## config.mk

```make
export PLATFORM = sky130hd
export DESIGN_NAME = lpio_port
export DESIGN_NICKNAME = d
export VERILOG_FILES = /design/src/rtl/lpio_pkg.sv /design/src/rtl/lpio_sync.sv /design/src/rtl/lpio_access_dec.sv /design/src/rtl/lpio_regs.sv /design/src/rtl/lpio_port.sv
export SDC_FILE = /design/constraint.sdc
export NUM_CORES = 1
export LEC_CHECK = 0
export ABC_AREA = 1
export BUFFER_PORTS_ARGS = -buffer_cell sky130_fd_sc_hd__buf_2
export CORE_UTILIZATION = 50
export CTS_BUF_LIST = sky130_fd_sc_hd__clkbuf_4
export DETAILED_ROUTE_END_ITERATION = 8
export PLACE_DENSITY = 0.8
export SYNTH_ARGS = -nofsm -noshare
export SYNTH_HDL_FRONTEND = slang
export SYNTH_SLANG_ARGS = --single-unit
```

## constraint.sdc

```tcl
create_clock -name clk -period 1.3 [get_ports clk]
set_input_delay 0.195 -clock clk [delete_from_list [all_inputs] [get_ports clk]]
set_output_delay 0.195 -clock clk [all_outputs]
set_load 0.02 [all_outputs]
```

## src/rtl/lpio_pkg.sv

```systemverilog
// Package: shared constants and register-select type for the GPIO port.
// Assumes byte offsets on a 6-bit address; bits 1:0 are ignored by decode.
package lpio_pkg;
    localparam int ADDR_W  = 6;
    localparam int DATA_W  = 32;
    localparam int STRB_W  = DATA_W / 8;
    localparam int HALF_W  = 16;

    localparam logic [ADDR_W-1:0] OFS_DIR   = 6'h00;
    localparam logic [ADDR_W-1:0] OFS_PINS  = 6'h10;
    localparam logic [ADDR_W-1:0] OFS_OUT   = 6'h14;
    localparam logic [ADDR_W-1:0] OFS_SETCL = 6'h18;
    localparam logic [ADDR_W-1:0] OFS_CLR   = 6'h28;

    typedef enum logic [2:0] {
        SEL_NONE,
        SEL_DIR,
        SEL_PINS,
        SEL_OUT,
        SEL_SETCL,
        SEL_CLR
    } reg_sel_e;
endpackage

```

## src/rtl/lpio_sync.sv

```systemverilog
// Module: two-stage synchronizer for a vector of asynchronous pin inputs.
// Assumes each bit is independent; no multi-bit coherence is implied.
module lpio_sync #(
    parameter int W = 16
) (
    input  logic         clk,
    input  logic         rst_n,
    input  logic [W-1:0] d_async,
    output logic [W-1:0] q_sync
);
    logic [W-1:0] stage1_q;
    logic [W-1:0] stage2_q;

    // Shift the pin values through two flops, clearing both on reset.
    always_ff @(posedge clk) begin
        if (!rst_n) begin
            stage1_q <= '0;
            stage2_q <= '0;
        end else begin
            stage1_q <= d_async;
            stage2_q <= stage1_q;
        end
    end

    assign q_sync = stage2_q;
endmodule

```

## src/rtl/lpio_access_dec.sv

```systemverilog
// Module: decodes one bus access into per-register bit masks.
// Applies byte strobes and the per-pin security filter, so downstream
// registers only see bits that this access may legally touch.
// Assumes PINS <= 16 and the fixed layout of the set/clear register.
module lpio_access_dec
    import lpio_pkg::*;
#(
    parameter int PINS = 16
) (
    input  logic              sel,
    input  logic              wr,
    input  logic [ADDR_W-1:0] addr,
    input  logic [DATA_W-1:0] wdata,
    input  logic [STRB_W-1:0] strb,
    input  logic              secure,
    input  logic [PINS-1:0]   pin_secure,
    output reg_sel_e          reg_sel,
    output logic              rd_en,
    output logic [PINS-1:0]   rd_mask,
    output logic [PINS-1:0]   dir_wmask,
    output logic [PINS-1:0]   out_wmask,
    output logic [PINS-1:0]   wr_bits,
    output logic [PINS-1:0]   set_bits,
    output logic [PINS-1:0]   clr_bits
);
    logic [DATA_W-1:0] byte_mask;
    logic [PINS-1:0]   sec_ok;
    logic [PINS-1:0]   lo_mask;
    logic [PINS-1:0]   hi_mask;
    logic              wr_act;

    // Expand each byte strobe into eight data-bit enables.
    for (genvar b = 0; b < STRB_W; b++) begin : g_byte
        assign byte_mask[8*b +: 8] = {8{strb[b]}};
    end

    // Select the addressed register from the word part of the offset.
    always_comb begin
        unique case (addr[ADDR_W-1:2])
            OFS_DIR[ADDR_W-1:2]:   reg_sel = SEL_DIR;
            OFS_PINS[ADDR_W-1:2]:  reg_sel = SEL_PINS;
            OFS_OUT[ADDR_W-1:2]:   reg_sel = SEL_OUT;
            OFS_SETCL[ADDR_W-1:2]: reg_sel = SEL_SETCL;
            OFS_CLR[ADDR_W-1:2]:   reg_sel = SEL_CLR;
            default:               reg_sel = SEL_NONE;
        endcase
    end

    assign sec_ok  = secure ? {PINS{1'b1}} : ~pin_secure;
    assign lo_mask = byte_mask[PINS-1:0] & sec_ok;
    assign hi_mask = byte_mask[HALF_W +: PINS] & sec_ok;
    assign wr_act  = sel && wr;
    assign rd_en   = sel && !wr;
    assign rd_mask = sec_ok;
    assign wr_bits = wdata[PINS-1:0];

    // Build the per-register write, set and clear masks for this access.
    always_comb begin
        dir_wmask = '0;
        out_wmask = '0;
        set_bits  = '0;
        clr_bits  = '0;
        if (wr_act) begin
            unique case (reg_sel)
                SEL_DIR:   dir_wmask = lo_mask;
                SEL_OUT:   out_wmask = lo_mask;
                SEL_SETCL: begin
                    set_bits = wdata[PINS-1:0] & lo_mask;
                    clr_bits = wdata[HALF_W +: PINS] & hi_mask;
                end
                SEL_CLR:   clr_bits = wdata[PINS-1:0] & lo_mask;
                default:   ;
            endcase
        end
    end
endmodule

```

## src/rtl/lpio_regs.sv

```systemverilog
// Module: direction and output-value storage for the pins.
// Assumes masks arrive already filtered for strobes and security; a set
// overrides a clear on the same bit.
module lpio_regs #(
    parameter int PINS = 16
) (
    input  logic            clk,
    input  logic            rst_n,
    input  logic [PINS-1:0] dir_wmask,
    input  logic [PINS-1:0] out_wmask,
    input  logic [PINS-1:0] wr_bits,
    input  logic [PINS-1:0] set_bits,
    input  logic [PINS-1:0] clr_bits,
    output logic [PINS-1:0] dir_q,
    output logic [PINS-1:0] out_q
);
    logic [PINS-1:0] out_direct;
    logic [PINS-1:0] out_next;

    // Merge direct write, then clear, then set (set has the last word).
    always_comb begin
        out_direct = (out_q & ~out_wmask) | (wr_bits & out_wmask);
        out_next   = (out_direct & ~clr_bits) | set_bits;
    end

    // Hold direction and output values, clearing them on reset.
    always_ff @(posedge clk) begin
        if (!rst_n) begin
            dir_q <= '0;
            out_q <= '0;
        end else begin
            dir_q <= (dir_q & ~dir_wmask) | (wr_bits & dir_wmask);
            out_q <= out_next;
        end
    end

    // A requested set is visible at the next cycle even if a clear collides.
    assert_set_wins_R5: assert property (@(posedge clk) disable iff (!rst_n)
        (set_bits != '0) |=> ((out_q & $past(set_bits)) == $past(set_bits)));

    // A clear not overridden by a set leaves the bit low.
    assert_clear_applies_R4: assert property (@(posedge clk) disable iff (!rst_n)
        ((clr_bits & ~set_bits) != '0) |=> ((out_q & $past(clr_bits & ~set_bits)) == '0));
endmodule

```

## src/rtl/lpio_port.sv

```systemverilog
// Module: top of the secure-filtered GPIO port.
// Joins the access decoder, the register store and the input synchronizer,
// and registers read data for one-cycle read latency.
// Assumes PINS <= 16; reserved bits and offsets read as zero.
module lpio_port
    import lpio_pkg::*;
#(
    parameter int PINS = 16
) (
    input  logic              clk,
    input  logic              rst_n,
    input  logic              bus_sel,
    input  logic              bus_wr,
    input  logic [ADDR_W-1:0] bus_addr,
    input  logic [DATA_W-1:0] bus_wdata,
    input  logic [STRB_W-1:0] bus_strb,
    input  logic              bus_secure,
    output logic [DATA_W-1:0] bus_rdata,
    input  logic [PINS-1:0]   pin_secure,
    input  logic [PINS-1:0]   pin_in,
    output logic [PINS-1:0]   pin_oe,
    output logic [PINS-1:0]   pin_out
);
    localparam int PAD_W = DATA_W - PINS;

    reg_sel_e          reg_sel;
    logic              rd_en;
    logic [PINS-1:0]   rd_mask;
    logic [PINS-1:0]   dir_wmask;
    logic [PINS-1:0]   out_wmask;
    logic [PINS-1:0]   wr_bits;
    logic [PINS-1:0]   set_bits;
    logic [PINS-1:0]   clr_bits;
    logic [PINS-1:0]   dir_q;
    logic [PINS-1:0]   out_q;
    logic [PINS-1:0]   pins_sync;
    logic [PINS-1:0]   rd_value;
    logic [DATA_W-1:0] rdata_q;

    lpio_access_dec #(.PINS(PINS)) u_dec (
        .sel        (bus_sel),
        .wr         (bus_wr),
        .addr       (bus_addr),
        .wdata      (bus_wdata),
        .strb       (bus_strb),
        .secure     (bus_secure),
        .pin_secure (pin_secure),
        .reg_sel    (reg_sel),
        .rd_en      (rd_en),
        .rd_mask    (rd_mask),
        .dir_wmask  (dir_wmask),
        .out_wmask  (out_wmask),
        .wr_bits    (wr_bits),
        .set_bits   (set_bits),
        .clr_bits   (clr_bits)
    );

    lpio_regs #(.PINS(PINS)) u_regs (
        .clk       (clk),
        .rst_n     (rst_n),
        .dir_wmask (dir_wmask),
        .out_wmask (out_wmask),
        .wr_bits   (wr_bits),
        .set_bits  (set_bits),
        .clr_bits  (clr_bits),
        .dir_q     (dir_q),
        .out_q     (out_q)
    );

    lpio_sync #(.W(PINS)) u_sync (
        .clk     (clk),
        .rst_n   (rst_n),
        .d_async (pin_in),
        .q_sync  (pins_sync)
    );

    // Choose the readable value of the addressed register, security-masked.
    always_comb begin
        unique case (reg_sel)
            SEL_DIR:  rd_value = dir_q & rd_mask;
            SEL_PINS: rd_value = pins_sync & rd_mask;
            SEL_OUT:  rd_value = out_q & rd_mask;
            default:  rd_value = '0;
        endcase
    end

    // Register read data; it is zero in cycles without a read.
    always_ff @(posedge clk) begin
        if (!rst_n) begin
            rdata_q <= '0;
        end else if (rd_en) begin
            rdata_q <= {{PAD_W{1'b0}}, rd_value};
        end else begin
            rdata_q <= '0;
        end
    end

    assign bus_rdata = rdata_q;
    assign pin_oe    = dir_q;
    assign pin_out   = out_q;

    // Nonsecure writes leave every secure pin's direction and value alone.
    assert_ns_write_guard_R9: assert property (@(posedge clk) disable iff (!rst_n)
        (bus_sel && bus_wr && !bus_secure) |=>
        ((((pin_out ^ $past(pin_out)) | (pin_oe ^ $past(pin_oe))) & $past(pin_secure)) == '0));

    // Nonsecure reads return zero in every secure pin's bit.
    assert_ns_read_mask_R10: assert property (@(posedge clk) disable iff (!rst_n)
        (bus_sel && !bus_wr && !bus_secure) |=> ((bus_rdata[PINS-1:0] & $past(pin_secure)) == '0));

    // Write-only registers read back as zero.
    assert_wo_read_zero_R7: assert property (@(posedge clk) disable iff (!rst_n)
        (bus_sel && !bus_wr && (reg_sel == SEL_SETCL || reg_sel == SEL_CLR)) |=> (bus_rdata == '0));

    // Reserved offsets read zero and writes to them change no pin state.
    assert_reserved_quiet_R11: assert property (@(posedge clk) disable iff (!rst_n)
        (bus_sel && reg_sel == SEL_NONE) |=> (bus_rdata == '0 && $stable(pin_out) && $stable(pin_oe)));
endmodule

```

# Word level (Yosys, flattened, before mapping)

Cells that the tools add are included.

Register bits after elaboration: 96
Input port bits: 79
Output and inout bits: 64
Word-level logic and storage cells: 50

Equality and inequality tests: 9
Muxes and demuxes: 11
Bitwise gates (word level): 19
Reductions and logical operators: 5

Operators with widths:

| operator                                             | number |
|---|---|
| AND 16 bit                                           | 12 |
| 2-to-1 mux 16 bit                                    | 8 |
| inverter 16 bit                                      | 4 |
| OR 16 bit                                            | 3 |
| one-hot mux 16 bit (3 select lines)                  | 1 |
| one-hot mux 16 bit (2 select lines)                  | 1 |
| one-hot mux 3 bit (5 select lines)                   | 1 |
| equality test 4 x 3 -> 1 bit (second input constant) | 3 |
| equality test 3 x 2 -> 1 bit (second input constant) | 2 |
| equality test 3 bit (second input constant)          | 2 |
| equality test 4 bit (second input constant)          | 1 |
| logical NOT 4 bit                                    | 1 |
| equality test 3 x 1 -> 1 bit (second input constant) | 1 |
| logical AND 1 bit                                    | 2 |
| AND reduction 2 bit                                  | 1 |
| logical NOT 1 bit                                    | 1 |

# Longest topological paths before layout

Depth in word-level cells: 10
Gate-level depth with buffers: 10
Mapped depth without buffers: 9

# Cells and area by module

A second synthesis with hierarchy kept.

Cell total of the unflattened synthesis: 749
Area, all modules: 4625.7 µm²

By module, submodules not included:

| module          | instances | cells each | area each (µm²) | seq. area each (µm²) |
|---|---|---|---|---|
| lpio_regs       | 1         | 211        | 1520.2          | 640.6 |
| lpio_access_dec | 1         | 260        | 1117.3          | 0.0 |
| lpio_port       | 1         | 179        | 1073.5          | 320.3 |
| lpio_sync       | 1         | 99         | 914.6           | 640.6 |

# Worst setup path before layout

No wires, ideal clock.

Kind: input-to-reg
Start point: input bus_addr[5]
End point: register u_regs.out_q[12]
Setup time: 132 ps
Arrival time: 1003 ps
Setup slack: 165 ps
Stages on the path: 9
Buffers on the path: 1
Cells stage by stage: inv_1 nand2_4 nor2_4 buf_4 nand2_1 o21ai_0 nand2_1 nand2_1 a21oi_1

Longest elaborated chain between the ends: 10
Elaborated cells between the ends (all ways): 22
Classes of those cells: eq/ne (7); mux (7); bitwise (7); reduce/logical (1)

RTL lines:

| item                                              | line                  | source |
|---|---|---|
| start, declared                                   | lpio_port.sv:14       | `input logic [ADDR_W-1:0] bus_addr,` |
| equality test 4 bit, or another cell as far along | lpio_access_dec.sv:39 | `unique case (addr[ADDR_W-1:2])` |
| one-hot mux 3 bit (5 select lines) *              | lpio_access_dec.sv:39 |  |
| equality test 3 x 2 -> 1 bit                      | lpio_access_dec.sv:64 | `unique case (reg_sel)` |
| 2-to-1 mux 16 bit                                 | lpio_access_dec.sv:64 |  |
| 2-to-1 mux 16 bit                                 | lpio_access_dec.sv:63 | `if (wr_act) begin` |
| inverter 16 bit                                   | lpio_regs.sv:22       | `out_direct = (out_q & ~out_wmask) \| (wr_bits & out_wmask);` |
| AND 16 bit                                        | lpio_regs.sv:22       |  |
| OR 16 bit                                         | lpio_regs.sv:22       |  |
| AND 16 bit                                        | lpio_regs.sv:23       | `out_next = (out_direct & ~clr_bits) \| set_bits;` |
| OR 16 bit *                                       | lpio_regs.sv:23       |  |
| end signal, assigned                              | lpio_regs.sv:33       | `out_q <= out_next;` |
| end, declared                                     | lpio_regs.sv:15       | `output logic [PINS-1:0] out_q` |

Every way passes the cells marked *; elsewhere a longest branch is shown, timed or not.
A chain may end at the register's enable or synchronous reset.

# Final worst setup path

Start point: register u_regs.out_q[12]
End point: output pin_out[12]

RTL lines:

| item          | line            | source |
|---|---|---|
| end, declared | lpio_port.sv:22 | `output logic [PINS-1:0] pin_out` |

No word-level cell between the ends.

==> results.txt <==
Setup TNS -> 0 ps
via count -> 4,757
Max clock buf depth -> 2
detailed router's first-iteration violation count -> 530
Power Density -> 905.6 mW/mm2
sequential share of the synthesized area -> 39.46%
Hold Violations, Final -> 0
Mapped Cells -> 615
Slowest Stage Delay on Critical Path -> 410 ps
leading area contributor after synthesis -> dfxtp_1
Antenna diodes -> 0
Net Sw Frac -> 29.57%
Die H -> 92.10 um
I/O pins -> 143
RSZ-0062 raised after global routing -> no
core area -> 0.007807 mm2
Leak -> 2.632 nW
WHS Path Cells -> 3
min-delay worst type -> input pin to register
Routability Congestion -> 0.9386
FP Rows -> 32
TritonCTS clock tree -> built
R2R depth -> 4
largest net degree at the start of global routing -> 49
fmax -> 0.8156 GHz
H-tree Lvls -> 3
crit-path max FO -> 3
most frequent cells after synthesis -> nand2_1, dfxtp_1, inv_1
routed length per instance -> 13.82 um
Startpoint Class -> register
Inst Count DP -> 844
maxcap violations -> 0
Via density -> 5.345
Netlist cell types -> 24
fraction of layout cells with a size suffix above 1 -> 23.86%
internal power -> 3.413 mW
first-pass GRT wire length -> 19,690 um
worst vdd ir -> 0.5275 mV
hold_sp -> bus_wdata[15]
grt total ovfl -> 0
Final #Nets -> 862
CTS root buf -> clkbuf_4
CP Cell Sequence -> buf_2
initial antenna violation count -> 0
area of the die -> 0.008482 mm2
final std cells w/o fill -> 890
post-synth top area share -> 39.46%
Synth Cell Area -> 0.004059 mm2
Post-CTS Setup Inserts -> 0
Die Wd -> 92.10 um
Slew Viols, Final -> 0
FF-to-FF setup slack -> 490 ps
Detail Route Antenna Nets -> 0
Critical Path RT -> 1110 ps
Reg power frac -> 52.0%
Starting Density -> 51.99%
Sink Count -> 80
status -> completed
Yosys reg bits -> 80
Final min period -> 1226 ps
Port-buffer cells -> 124
area grow syn2layout -> 31.84%
number of buffers created by CTS -> 9
Clock Skew -> 17.19 ps
Setup violations, final -> 0
Synth area leaders -> dfxtp_1, nand2_1, a21oi_1
ys async rst share -> 0%
Worst-Skew Late Latency -> 440 ps
CP Class -> register to output pin
clock-pin slew on the worst setup and hold paths -> 140 ps
Synth warnings -> 0
Synth Flop Type -> dfxtp_1
Worst EP arrival -> 1030 ps
Comb power frac -> 15.5%
Remaining DRCs -> 0
period utilisation layout -> 94.32%
top-count cell post-synth -> nand2_1
GRT Total Usage -> 29.33%
Switch Pwr -> 1.433 mW
count of flip-flops with a built-in enable after synthesis -> 0
CP Capture Type -> output pin
Bufs and invs on worst path -> 1
clock power share -> 32.5%
Critical R2R Launch -> u_regs.out_q[11]
Top Family by Delay on Critical Path -> flip-flops
synthesized area per cell -> 6.600 um2
slowest cell on the critical path -> dfxtp_1
TritonRoute pass-1 iters -> 9
Reg-to-Reg End -> u_regs.out_q[11]
DRT Wirelength -> 12,300 um
vias in the first global route -> 4,262
DP HPWL -> 8656 um
[per-stage QoR]
step / area, um2 / hold slack [ps] / utilization [%] / total power [mW] / setup WS [ps]
2_1_floorplan: 4115 / 292.6 / - / 2.962 / 164.6
3_3_place_gp: 4905 / 375.3 / 62.82 / 3.218 / 18.15
3_5_place_dp: 4905 / 377.7 / 62.82 / 3.236 / -53.96
4_1_cts: 5351 / 2.272 / 68.54 / 4.849 / 61.36
5_1_grt: 5351 / 22.41 / 68.54 / 5.035 / 32.65
6_report: 5351 / 32.99 / 68.54 / 4.846 / 73.90
[placed cells by master (no fill, tap or decap)]
cell and instances:
clkinv_1 1, clkinvlp_4 1, conb_1 16, nand2_2 3, nor3_1 16, inv_2 2
inv_6 2, inv_1 52, nand4_1 16, o21ai_1 6, o21ai_0 26, nand2_1 226
clkinv_4 1, nand2_4 1, dfxtp_1 80, nand3_1 48, buf_12 5, a21oi_1 48
inv_8 1, a31oi_1 16, nor2_4 3, nand3_2 2, nor3_4 1, nor2_1 19
buf_4 31, dlygate4sd3_1 30, clkbuf_4 9, bufinv_16 1, nor3b_4 1, buf_2 124
[power groups by stage]
stage | logic (mW) | clock network, mW | registers (mW)
2_1_floorplan | 0.383 | 0 | 2.58
3_3_place_gp | 0.644 | 0 | 2.57
3_5_place_dp | 0.661 | 0 | 2.57
4_1_cts | 0.733 | 1.60 | 2.52
5_1_grt | 0.815 | 1.69 | 2.53
6_report | 0.751 | 1.57 | 2.52
[final cells by class]
| class | count | area [um2] |
|---|---|---|
| fill | 671 | 2456 |
| multi-input combinational | 448 | 2019 |
| sequential | 80 | 1602 |
| timing repair buffer | 190 | 1254 |
| inverter | 54 | 202.7 |
| tap | 102 | 127.6 |
| clock inverter | 7 | 78.83 |
| clock buffer | 9 | 67.56 |
[cells by family (layout without fill, tap and decap cells)]
group | Yosys count | count (layout) | synth area share (%)
buffers and inverters | 102 | 260 | 12.18
DFF | 80 | 80 | 39.46
AOI/OAI and AO/OA | 96 | 96 | 12.33
and+or+nand+nor | 336 | 336 | 35.94
other | 1 | 16 | 0.09239
[per-layer routing]
layer / part of all wire (%) / global-route usage (%) / wire, um
met1: 41 / 38.05 / 5050
met2: 46 / 47.45 / 5661
met3: 9.7 / 4.643 / 1196
met4: 3.2 / 14.06 / 390
met5: 0 / 0 / 0
[what timing repair did]
action,4_1_cts,5_1_grt
gates resized for setup,0,0
hold endpoints to repair,30,0
hold buffers,30,0
[how the worst max path moves through the flow]
stage	from	to	slack [ps]	cells after the start
after floorplan	bus_addr[5]	u_regs.out_q[12]	160	9
after global placement	bus_addr[5]	u_regs.out_q[4]	20	10
after detailed placement	bus_addr[5]	u_regs.out_q[12]	-50	9
after CTS	u_regs.out_q[2]	pin_out[2]	60	1
after global routing	u_regs.out_q[8]	pin_out[8]	30	1
final	u_regs.out_q[12]	pin_out[12]	70	1
Power figures use the tool's default switching activity.
